`config.mk`:
```
export PLATFORM = sky130hd
export DESIGN_NAME = dual_mailbox_regs
export DESIGN_NICKNAME = d
export VERILOG_FILES = /design/src/rtl/mbx_pkg.sv /design/src/rtl/mbx_msg_bank.sv /design/src/rtl/mbx_status_bank.sv /design/src/rtl/mbx_doorbell.sv /design/src/rtl/dual_mailbox_regs.sv
export SDC_FILE = /design/constraint.sdc
export NUM_CORES = 1
export LEC_CHECK = 0
export BUFFER_PORTS_ARGS = -buffer_cell sky130_fd_sc_hd__buf_4
export CAP_MARGIN = 5
export CORE_ASPECT_RATIO = 1.4
export CORE_MARGIN = 2
export CORE_UTILIZATION = 43
export CTS_CLUSTER_DIAMETER = 50
export DETAILED_ROUTE_END_ITERATION = 10
export GPL_TIMING_DRIVEN = 0
export PLACE_DENSITY = 0.66
export SLEW_MARGIN = 0
export SYNTH_ARGS = -nofsm -noshare
export SYNTH_HDL_FRONTEND = slang
export SYNTH_SLANG_ARGS = --single-unit
```
`constraint.sdc`:
```
create_clock -name clk -period 3.65 [get_ports clk]
set_input_delay 0.365 -clock clk [delete_from_list [all_inputs] [get_ports clk]]
set_output_delay 0.365 -clock clk [all_outputs]
set_load 0.1 [all_outputs]
```
`src/rtl/mbx_pkg.sv`:
```
`timescale 1ns/1ps
// Shared constants and types for the dual-side mailbox bank.
// Assumes a byte-wide bank in a 32-entry window; offsets that neighbours
// decode are fixed here.
package mbx_pkg;
    localparam int ADDR_W     = 5;
    localparam int BYTE_W     = 8;
    localparam int MSG_BYTES  = 14;
    localparam int STAT_BYTES = 2;
    localparam int STAT_W     = STAT_BYTES * BYTE_W;
    localparam int WIN_SIZE   = 1 << ADDR_W;

    localparam logic [ADDR_W-1:0] OFF_FLAG  = 5'h0F;
    localparam logic [ADDR_W-1:0] OFF_STAT0 = 5'h10;
    localparam logic [ADDR_W-1:0] OFF_MCTL  = 5'h12;
    localparam logic [ADDR_W-1:0] OFF_HCTL  = 5'h13;
    localparam logic [ADDR_W-1:0] OFF_MEN0  = 5'h14;
    localparam logic [ADDR_W-1:0] OFF_HEN0  = 5'h16;

    localparam int CTL_PEND = 7;
    localparam int CTL_MASK = 1;
    localparam int CTL_SEND = 0;
    localparam int ATTN_BIT = BYTE_W + 7;

    typedef struct packed {
        logic              we;
        logic [ADDR_W-1:0] addr;
        logic [BYTE_W-1:0] data;
    } wr_req_t;
endpackage

```
`src/rtl/mbx_msg_bank.sv`:
```
`timescale 1ns/1ps
// Message byte storage plus the management-owned flag byte.
// Assumes: both ports may write message bytes; management wins a collision.
module mbx_msg_bank
    import mbx_pkg::*;
(
    input  logic                              clk,
    input  logic                              rst_n,
    input  wr_req_t                           host_wr,
    input  wr_req_t                           mgmt_wr,
    output logic [MSG_BYTES-1:0][BYTE_W-1:0]  msg_q,
    output logic [BYTE_W-1:0]                 flag_q
);
    for (genvar i = 0; i < MSG_BYTES; i++) begin : g_msg
        logic [BYTE_W-1:0] byte_q;
        logic              m_hit, h_hit;
        assign m_hit = mgmt_wr.we && (mgmt_wr.addr == ADDR_W'(i));
        assign h_hit = host_wr.we && (host_wr.addr == ADDR_W'(i));

        // Store one message byte, management side taking priority.
        always_ff @(posedge clk) begin
            if (!rst_n)     byte_q <= '0;
            else if (m_hit) byte_q <= mgmt_wr.data;
            else if (h_hit) byte_q <= host_wr.data;
        end
        assign msg_q[i] = byte_q;
    end

    // Flag byte: written by the management side only.
    always_ff @(posedge clk) begin
        if (!rst_n)
            flag_q <= '0;
        else if (mgmt_wr.we && mgmt_wr.addr == OFF_FLAG)
            flag_q <= mgmt_wr.data;
    end
endmodule

```
`src/rtl/mbx_status_bank.sv`:
```
`timescale 1ns/1ps
// Status bytes (management sets, host clears by writing ones) and the
// per-side interrupt enable bytes. Assumes a set beats a same-cycle clear.
module mbx_status_bank
    import mbx_pkg::*;
(
    input  logic              clk,
    input  logic              rst_n,
    input  wr_req_t           host_wr,
    input  wr_req_t           mgmt_wr,
    output logic [STAT_W-1:0] stat_q,
    output logic [STAT_W-1:0] m_en_q,
    output logic [STAT_W-1:0] h_en_q
);
    for (genvar j = 0; j < STAT_BYTES; j++) begin : g_stat
        logic [BYTE_W-1:0] st_q, men_q, hen_q;
        logic [BYTE_W-1:0] set_bits, clr_bits;

        assign set_bits = (mgmt_wr.we && mgmt_wr.addr == OFF_STAT0 + ADDR_W'(j))
                          ? mgmt_wr.data : '0;
        assign clr_bits = (host_wr.we && host_wr.addr == OFF_STAT0 + ADDR_W'(j))
                          ? host_wr.data : '0;

        // Status byte update: clear by host ones, then set by management ones.
        always_ff @(posedge clk) begin
            if (!rst_n) st_q <= '0;
            else        st_q <= (st_q & ~clr_bits) | set_bits;
        end

        // Management enable byte, owned by the management side.
        always_ff @(posedge clk) begin
            if (!rst_n)
                men_q <= '0;
            else if (mgmt_wr.we && mgmt_wr.addr == OFF_MEN0 + ADDR_W'(j))
                men_q <= mgmt_wr.data;
        end

        // Host enable byte, owned by the host side.
        always_ff @(posedge clk) begin
            if (!rst_n)
                hen_q <= '0;
            else if (host_wr.we && host_wr.addr == OFF_HEN0 + ADDR_W'(j))
                hen_q <= host_wr.data;
        end

        assign stat_q[j*BYTE_W +: BYTE_W] = st_q;
        assign m_en_q[j*BYTE_W +: BYTE_W] = men_q;
        assign h_en_q[j*BYTE_W +: BYTE_W] = hen_q;
    end
endmodule

```
`src/rtl/mbx_doorbell.sv`:
```
`timescale 1ns/1ps
// One side's doorbell control byte: a pending bit rung by the peer and
// cleared by the owner writing a one, plus an owner-written mask bit.
// Assumes the decode of owner and peer writes is done by the parent.
module mbx_doorbell
    import mbx_pkg::*;
(
    input  logic              clk,
    input  logic              rst_n,
    input  logic              own_wr_i,
    input  logic              own_clr_i,
    input  logic              own_mask_i,
    input  logic              ring_i,
    output logic [BYTE_W-1:0] ctl_o,
    output logic              irq_o
);
    logic pend_q, mask_q;

    // Pending bit: ring from the peer wins over the owner's clear.
    always_ff @(posedge clk) begin
        if (!rst_n)                     pend_q <= 1'b0;
        else if (ring_i)                pend_q <= 1'b1;
        else if (own_wr_i && own_clr_i) pend_q <= 1'b0;
    end

    // Mask bit: taken from every owner write.
    always_ff @(posedge clk) begin
        if (!rst_n)        mask_q <= 1'b0;
        else if (own_wr_i) mask_q <= own_mask_i;
    end

    // Read view: send and reserved bits always read zero.
    always_comb begin
        ctl_o           = '0;
        ctl_o[CTL_PEND] = pend_q;
        ctl_o[CTL_MASK] = mask_q;
    end

    assign irq_o = pend_q & ~mask_q;
endmodule

```
`src/rtl/dual_mailbox_regs.sv`:
```
`timescale 1ns/1ps
// Top of the dual-side mailbox bank: two byte ports over a shared window,
// doorbells in both directions, status bits and level interrupts.
// Assumes single-cycle write strobes; reads are combinational.
module dual_mailbox_regs
    import mbx_pkg::*;
(
    input  logic              clk,
    input  logic              rst_n,
    input  logic              h_we,
    input  logic [ADDR_W-1:0] h_addr,
    input  logic [BYTE_W-1:0] h_wdata,
    output logic [BYTE_W-1:0] h_rdata,
    input  logic              m_we,
    input  logic [ADDR_W-1:0] m_addr,
    input  logic [BYTE_W-1:0] m_wdata,
    output logic [BYTE_W-1:0] m_rdata,
    output logic              h_irq,
    output logic              m_irq
);
    wr_req_t host_wr, mgmt_wr;
    assign host_wr = '{we: h_we, addr: h_addr, data: h_wdata};
    assign mgmt_wr = '{we: m_we, addr: m_addr, data: m_wdata};

    logic [MSG_BYTES-1:0][BYTE_W-1:0] msg_q;
    logic [BYTE_W-1:0]                flag_q;
    logic [STAT_W-1:0]                stat_q, m_en_q, h_en_q;
    logic [BYTE_W-1:0]                h_ctl_q, m_ctl_q;
    logic                             h_door_irq, m_door_irq;

    mbx_msg_bank u_msg (
        .clk(clk), .rst_n(rst_n), .host_wr(host_wr), .mgmt_wr(mgmt_wr),
        .msg_q(msg_q), .flag_q(flag_q)
    );

    mbx_status_bank u_stat (
        .clk(clk), .rst_n(rst_n), .host_wr(host_wr), .mgmt_wr(mgmt_wr),
        .stat_q(stat_q), .m_en_q(m_en_q), .h_en_q(h_en_q)
    );

    // Host-owned doorbell byte, rung by management sends.
    mbx_doorbell u_hdoor (
        .clk(clk), .rst_n(rst_n),
        .own_wr_i(h_we && h_addr == OFF_HCTL),
        .own_clr_i(h_wdata[CTL_PEND]),
        .own_mask_i(h_wdata[CTL_MASK]),
        .ring_i(m_we && m_addr == OFF_MCTL && m_wdata[CTL_SEND]),
        .ctl_o(h_ctl_q), .irq_o(h_door_irq)
    );

    // Management-owned doorbell byte, rung by host sends.
    mbx_doorbell u_mdoor (
        .clk(clk), .rst_n(rst_n),
        .own_wr_i(m_we && m_addr == OFF_MCTL),
        .own_clr_i(m_wdata[CTL_PEND]),
        .own_mask_i(m_wdata[CTL_MASK]),
        .ring_i(h_we && h_addr == OFF_HCTL && h_wdata[CTL_SEND]),
        .ctl_o(m_ctl_q), .irq_o(m_door_irq)
    );

    assign h_irq = h_door_irq | (|(stat_q & h_en_q));
    assign m_irq = m_door_irq;

    logic [1:0][ADDR_W-1:0] rd_addr;
    logic [1:0][BYTE_W-1:0] rd_data;
    assign rd_addr[0] = h_addr;
    assign rd_addr[1] = m_addr;

    for (genvar p = 0; p < 2; p++) begin : g_rd
        // Read mux for one port; unmapped offsets return zero.
        always_comb begin
            rd_data[p] = '0;
            for (int i = 0; i < MSG_BYTES; i++)
                if (rd_addr[p] == ADDR_W'(i)) rd_data[p] = msg_q[i];
            for (int j = 0; j < STAT_BYTES; j++) begin
                if (rd_addr[p] == OFF_STAT0 + ADDR_W'(j)) rd_data[p] = stat_q[j*BYTE_W +: BYTE_W];
                if (rd_addr[p] == OFF_MEN0 + ADDR_W'(j))  rd_data[p] = m_en_q[j*BYTE_W +: BYTE_W];
                if (rd_addr[p] == OFF_HEN0 + ADDR_W'(j))  rd_data[p] = h_en_q[j*BYTE_W +: BYTE_W];
            end
            if (rd_addr[p] == OFF_FLAG) rd_data[p] = flag_q;
            if (rd_addr[p] == OFF_MCTL) rd_data[p] = m_ctl_q;
            if (rd_addr[p] == OFF_HCTL) rd_data[p] = h_ctl_q;
        end
    end

    assign h_rdata = rd_data[0];
    assign m_rdata = rd_data[1];
endmodule

```
# == After elaboration in Yosys (flattened, before gate mapping) ==
# Index checks and enable logic that the tools add are counted.
# word_totals
output_inout_bits,18
register_bits,172
wordCells,225
inputBits,30
# op_classes
bitwise_logic,12
n_eq_ne,44
n_mux,82
n_reduce_logical,62
# op_table
cell,count
$mux W8,78
$eq A5 B5 Y1 const B,16
$eq A5 B4 Y1 const B,14
$logic_and A1 B1 Y1,43
$eq A5 B3 Y1 const B,8
$reduce_bool A2 Y1,16
$eq A5 B2 Y1 const B,4
$and A16 B16 Y16,1
$and A8 B8 Y8,2
$not A8 Y8,2
$or A8 B8 Y8,2
$reduce_or A16 Y1,1
$eq A5 B1 Y1 const B,2
$logic_not A5 Y1,2
$mux W1,4
$and A1 B1 Y1,2
$not A1 Y1,2
$or A1 B1 Y1,1

# == Longest topological paths before layout ==
# logic_depth
word_depth,24
mapped_depth,9
depth_no_buf,6

# == Modules after synthesis ==
# Synthesis repeated with hierarchy kept, for this count alone.
# hier_totals
hier_cells,1660
area_unflattened_um2,12559.5
# by_module_without_submodules
mod,area_per_inst_um2,seq_area_each_um2,n_inst,cells_each
mbx_msg_bank,6009.5,2402.3,1,761
dual_mailbox_regs,4340.4,0.0,1,663
mbx_status_bank,1926.8,960.9,1,202
mbx_doorbell,141.4,40.0,2,17

# == Worst setup path before layout ==
# No wires, ideal clock.
# synth_path
path_kind,in2out
startpoint,in h_addr[3]
endpoint,out h_rdata[1]
path_buffers,3
setup_slack_ns,-1.160
t_required_ns,3.285
arrival_ns,4.445
cell_stages,8
cell_sequence,buf_6 -> buf_6 -> buf_2 -> nor3_1 -> o21ai_0 -> nand3b_1 -> a2111oi_0 -> o41ai_1
# synth_between
elab_chain_cells,24
word_cells_on_any_way,46
cone_classes,eq/ne (22); mux (23); reduce/logical (1)
# synth_rtl
element,line_no,source
start: declaration,dual_mailbox_regs.sv:11,"input logic [ADDR_W-1:0] h_addr,"
$logic_not A5 Y1,dual_mailbox_regs.sv:74,if (rd_addr[p] == ADDR_W'(i)) rd_data[p] = msg_q[i];
$mux W8 (14 in series),dual_mailbox_regs.sv:74,
$mux W8,dual_mailbox_regs.sv:76,if (rd_addr[p] == OFF_STAT0 + ADDR_W'(j)) rd_data[p] = stat_q[j*BYTE_W +: BYTE_W];
$mux W8,dual_mailbox_regs.sv:77,if (rd_addr[p] == OFF_MEN0 + ADDR_W'(j)) rd_data[p] = m_en_q[j*BYTE_W +: BYTE_W];
$mux W8,dual_mailbox_regs.sv:78,if (rd_addr[p] == OFF_HEN0 + ADDR_W'(j)) rd_data[p] = h_en_q[j*BYTE_W +: BYTE_W];
$mux W8,dual_mailbox_regs.sv:76,
$mux W8,dual_mailbox_regs.sv:77,
$mux W8,dual_mailbox_regs.sv:78,
$mux W8,dual_mailbox_regs.sv:80,if (rd_addr[p] == OFF_FLAG) rd_data[p] = flag_q;
$mux W8,dual_mailbox_regs.sv:81,if (rd_addr[p] == OFF_MCTL) rd_data[p] = m_ctl_q;
$mux W8 (*),dual_mailbox_regs.sv:82,if (rd_addr[p] == OFF_HCTL) rd_data[p] = h_ctl_q;
end: declaration,dual_mailbox_regs.sv:13,"output logic [BYTE_W-1:0] h_rdata,"
# Mark *: on every way between the ends. The rest lies on a longest branch, timed or not.

# == Worst setup path in the final report ==
# layout_path
startpoint,in h_addr[1]
endpoint,out h_rdata[0]
# Same word-level chain as after synthesis.

==> run metrics <==
endpoints failing hold=0; cell area after synthesis=about 12000 µm²; H-tree Lvls=4; launch instance of the worst register-to-register path=u_msg.g_msg[7].byte_q[1]; Crit. End Element=primary output; Avg Cell Area, Syn=between 7 and 8 µm²; Area after DPL=roughly 13000 µm²; main flop type after synthesis=dfxtp_1; Clock power frac=approximately two fifths; Worst Clk Skew=0 ns; wire length of the first global-routing pass=a little over 100 mm; nature of the critical path startpoint=primary input; final core area utilization=about half; GRT Overall Usage=roughly 50%; highest-delay cell along the critical path=nor3_1; total wire length after detailed routing=approximately 75 mm; most common cell after layout, fill and taps aside=nand2_1; min setup slack post-route=roughly 0.023 ns; most used cells in the layout excluding fill and tap cells=227 x nand2_1, 174 x nand3_1, 172 x dfxtp_1; tightest hold margin=~0.27 ns; estimated wirelength of the detail-placed design=55.8 mm; ratio of total power to cell area=roughly 360 nW/µm²; Seq/Total Area, Yosys=~29%; Tightest Pin Transition=between 1 and 1.5 ns; Final Power=roughly 4.8 mW; part of the power in registers=just over 40%; number of antenna violations at the first check in global routing=1; area of all placed cells without fillers=~13000 µm²; unrepaired setup endpoints after global routing=no; Final #Nets=between 1500 and 2000; area growth from synthesis to layout=10.8%; library cell occupying the most area in the post-synthesis netlist=dfxtp_1; max-slew violations=0; weighted congestion reported at the end of routability-driven placement=around 1.1; Async SR Flop Fraction=0%; area inside the core boundary=27600 µm²; number of buffers added by the clock tree synthesis step=17; Tightest Hold Check Type=in -> reg; fraction of post-synthesis cell area in the top cell type by area=between 20% and 30%; share of cells above drive strength 1=between 10% and 20%; final worst-path cycle share=between 90% and 100%; crit-path cells=buf_4 > buf_2 > nor3_2 > and2_1 > buf_2 > a21oi_1 > o21a_1 > nor3_1 > o21ai_1 > buf_4; clock tree from TritonCTS=done; Row Count=approximately 70; Final setup violation count=0; Gate Count Post-Synth=1529; Lkg Pwr=approximately 6.2 nW; Top-Level Pins=48; peak supply drop=roughly 0.45 mV; initial core utilization=between 40% and 50%; critical path class=in -> out; worst-skew pair later-pin latency=0.47 ns; clock transition at the registers of the reported paths=about 0.08 ns; cell internal pwr=between 3 and 4 mW; overall via count from detail_route=approximately 14000; fraction of power spent switching nets=a little over a third; buffers from clock root to sink, at most=2; remaining global-route overflow=0; switching power summed over all nets=about 1.7 mW; width of the chip=146 µm; Via density=about 7.3; cells taking the most area after synthesis=dfxtp_1 29%, o211a_1 9.3%, mux2i_1 7.3%; required time of the worst setup path=around 3.3 ns; Die H=between 200 and 250 µm; Post-Syn Nets=approximately 1600; starting DRC count in detailed routing=roughly 1900; vias in the first global route=13600; worst stage delay on the critical path=0.48 ns; proportion of power drawn by combinational gates=around a fifth; number of buffers inserted by port buffering=27; # placed instances=a little under 2000; number of filler instances in the final layout=approximately 2800; critical-path maximum fanout=10; reg2reg path depth=3; antenna-violating nets left=0; outcome=complete, no violations; CP startpoint=h_addr[1]; max-cap violation count=0; first drt pass iteration count=8; Residual DRC=0; capturing instance or port of the critical path=h_rdata[0]; Critical R2R Capture=u_msg.g_msg[7].byte_q[1]; Arr. time, crit path=between 3 and 4 ns; die outline area=about 29000 µm²; setup slack, reg-to-reg=around 2.5 ns; Warnings, synthesis=0; worst slack at placement=-0.0114 ns; clock sinks=172; headroom to the max-slew limit=slightly above 5%; Post-CTS Setup Repair Bufs=0; final sum of negative setup slack=0 ns; FMAX=approximately 280 MHz; count of cell types in the netlist=80; clock root cell=clkbuf_16; Final Non-Filler Cells=between 1500 and 2000; Min Clock Period, post-route=3.63 ns; post-synthesis sequential element count=~170; per-cell routed wire length=38.2 µm; maximum number of pins on one net before global-route repair=19; EDFF count, synth=0
[cell usage after synthesis (10+ instances only)]
master      n
dfxtp_1   172
a31oi_1    15
o21ai_0    33
nand2b_1   16
nor2_1     59
a22oi_1    43
o211a_1   112
a21oi_1    51
a21boi_0   34
nor3_1     24
nand2_1   227
buf_2      43
a32oi_1    13
buf_4      12
inv_1      15
mux2_2     10
o22ai_1    21
and2_1     10
nand3_1   174
mux2i_1    88
o211ai_1   11
a221oi_1   14
clkbuf_1   93
nor2b_1    49
a211oi_1   10
[worst max-delay path: cells and delay by family]
family | cells | cell delay, ns
AO/OA/AOI/OAI | 3 | 0.70
buffers and inverters | 4 | 0.91
AND/OR/NAND/NOR | 3 | 1.27
[flip-flops by register name (all words and copies together), names as in the netlist]
| name | flops |
|---|---|
| u_stat.g_stat.st_q | 16 |
| u_hdoor.mask_q | 1 |
| u_msg.flag_q | 8 |
| u_msg.g_msg.byte_q | 112 |
| u_hdoor.pend_q | 1 |
| u_mdoor.mask_q | 1 |
| u_mdoor.pend_q | 1 |
| u_stat.g_stat.hen_q | 16 |
| u_stat.g_stat.men_q | 16 |
[power by group through the flow]
stage          combinational [mW]  clock [mW]  sequential, mW
2_1_floorplan               0.561           0            1.96
3_3_place_gp                0.909           0            2.00
3_5_place_dp                0.907           0            2.00
4_1_cts                     0.912        1.84            1.95
5_1_grt                     0.975        1.91            1.96
6_report                    0.965        1.87            1.96
[area by class of cell]
class	count	area, µm²	share of cell area [%]
Tap cell	370	463	3.47
Inverter	18	67.6	0.506
Sequential cell	172	3440	25.8
Clock inverter	15	143	1.07
Clock buffer	17	425	3.18
Multi-Input combinational cell	1179	7840	58.7
Antenna cell	1	2.50	0.0187
Buffer	160	759	5.69
Timing Repair Buffer	28	218	1.63
[cells by family (layout without fill, tap and decap cells)]
family,after synthesis,in the layout,synth area share (%)
AO/OA/AOI/OAI,441,441,29.0
buffers and inverters,178,238,6.86
flip-flops,172,172,28.6
multiplexers,106,106,9.74
other,0,1,0
AND/OR/NAND/NOR,632,632,25.9
[layer usage]
metal  up-vias  share of wire (%)  global-route usage (%)
li1       5793                  -                       -
met1      6861                 34                    55.3
met2      1195                 43                    76.5
met3       423                 11                    13.2
met4         0                 12                    49.6
met5         -                  0                       0
[worst min path at each step]
stage | end | depth (start not counted) | startpoint | slack (ns)
finish | u_mdoor.pend_q | 4 | m_wdata[7] | 0.27
global route | u_mdoor.pend_q | 4 | m_wdata[7] | 0.29
CTS | u_mdoor.pend_q | 4 | m_wdata[7] | 0.27
detailed placement | u_msg.g_msg[3].byte_q[2] | 1 | u_msg.g_msg[3].byte_q[2] | 0.51
global placement | u_msg.g_msg[3].byte_q[5] | 1 | u_msg.g_msg[3].byte_q[5] | 0.49
floorplan | u_msg.flag_q[0] | 2 | u_msg.flag_q[0] | 0.45
[what timing repair did]
action / in CTS / in global routing
gates cloned: 0 / 0
hold buffers: 0 / 0
gates resized for setup: 1 / 2
setup endpoints to repair: 1 / 2
pin swaps: 1 / 1
(Power assumes the default switching activity.)
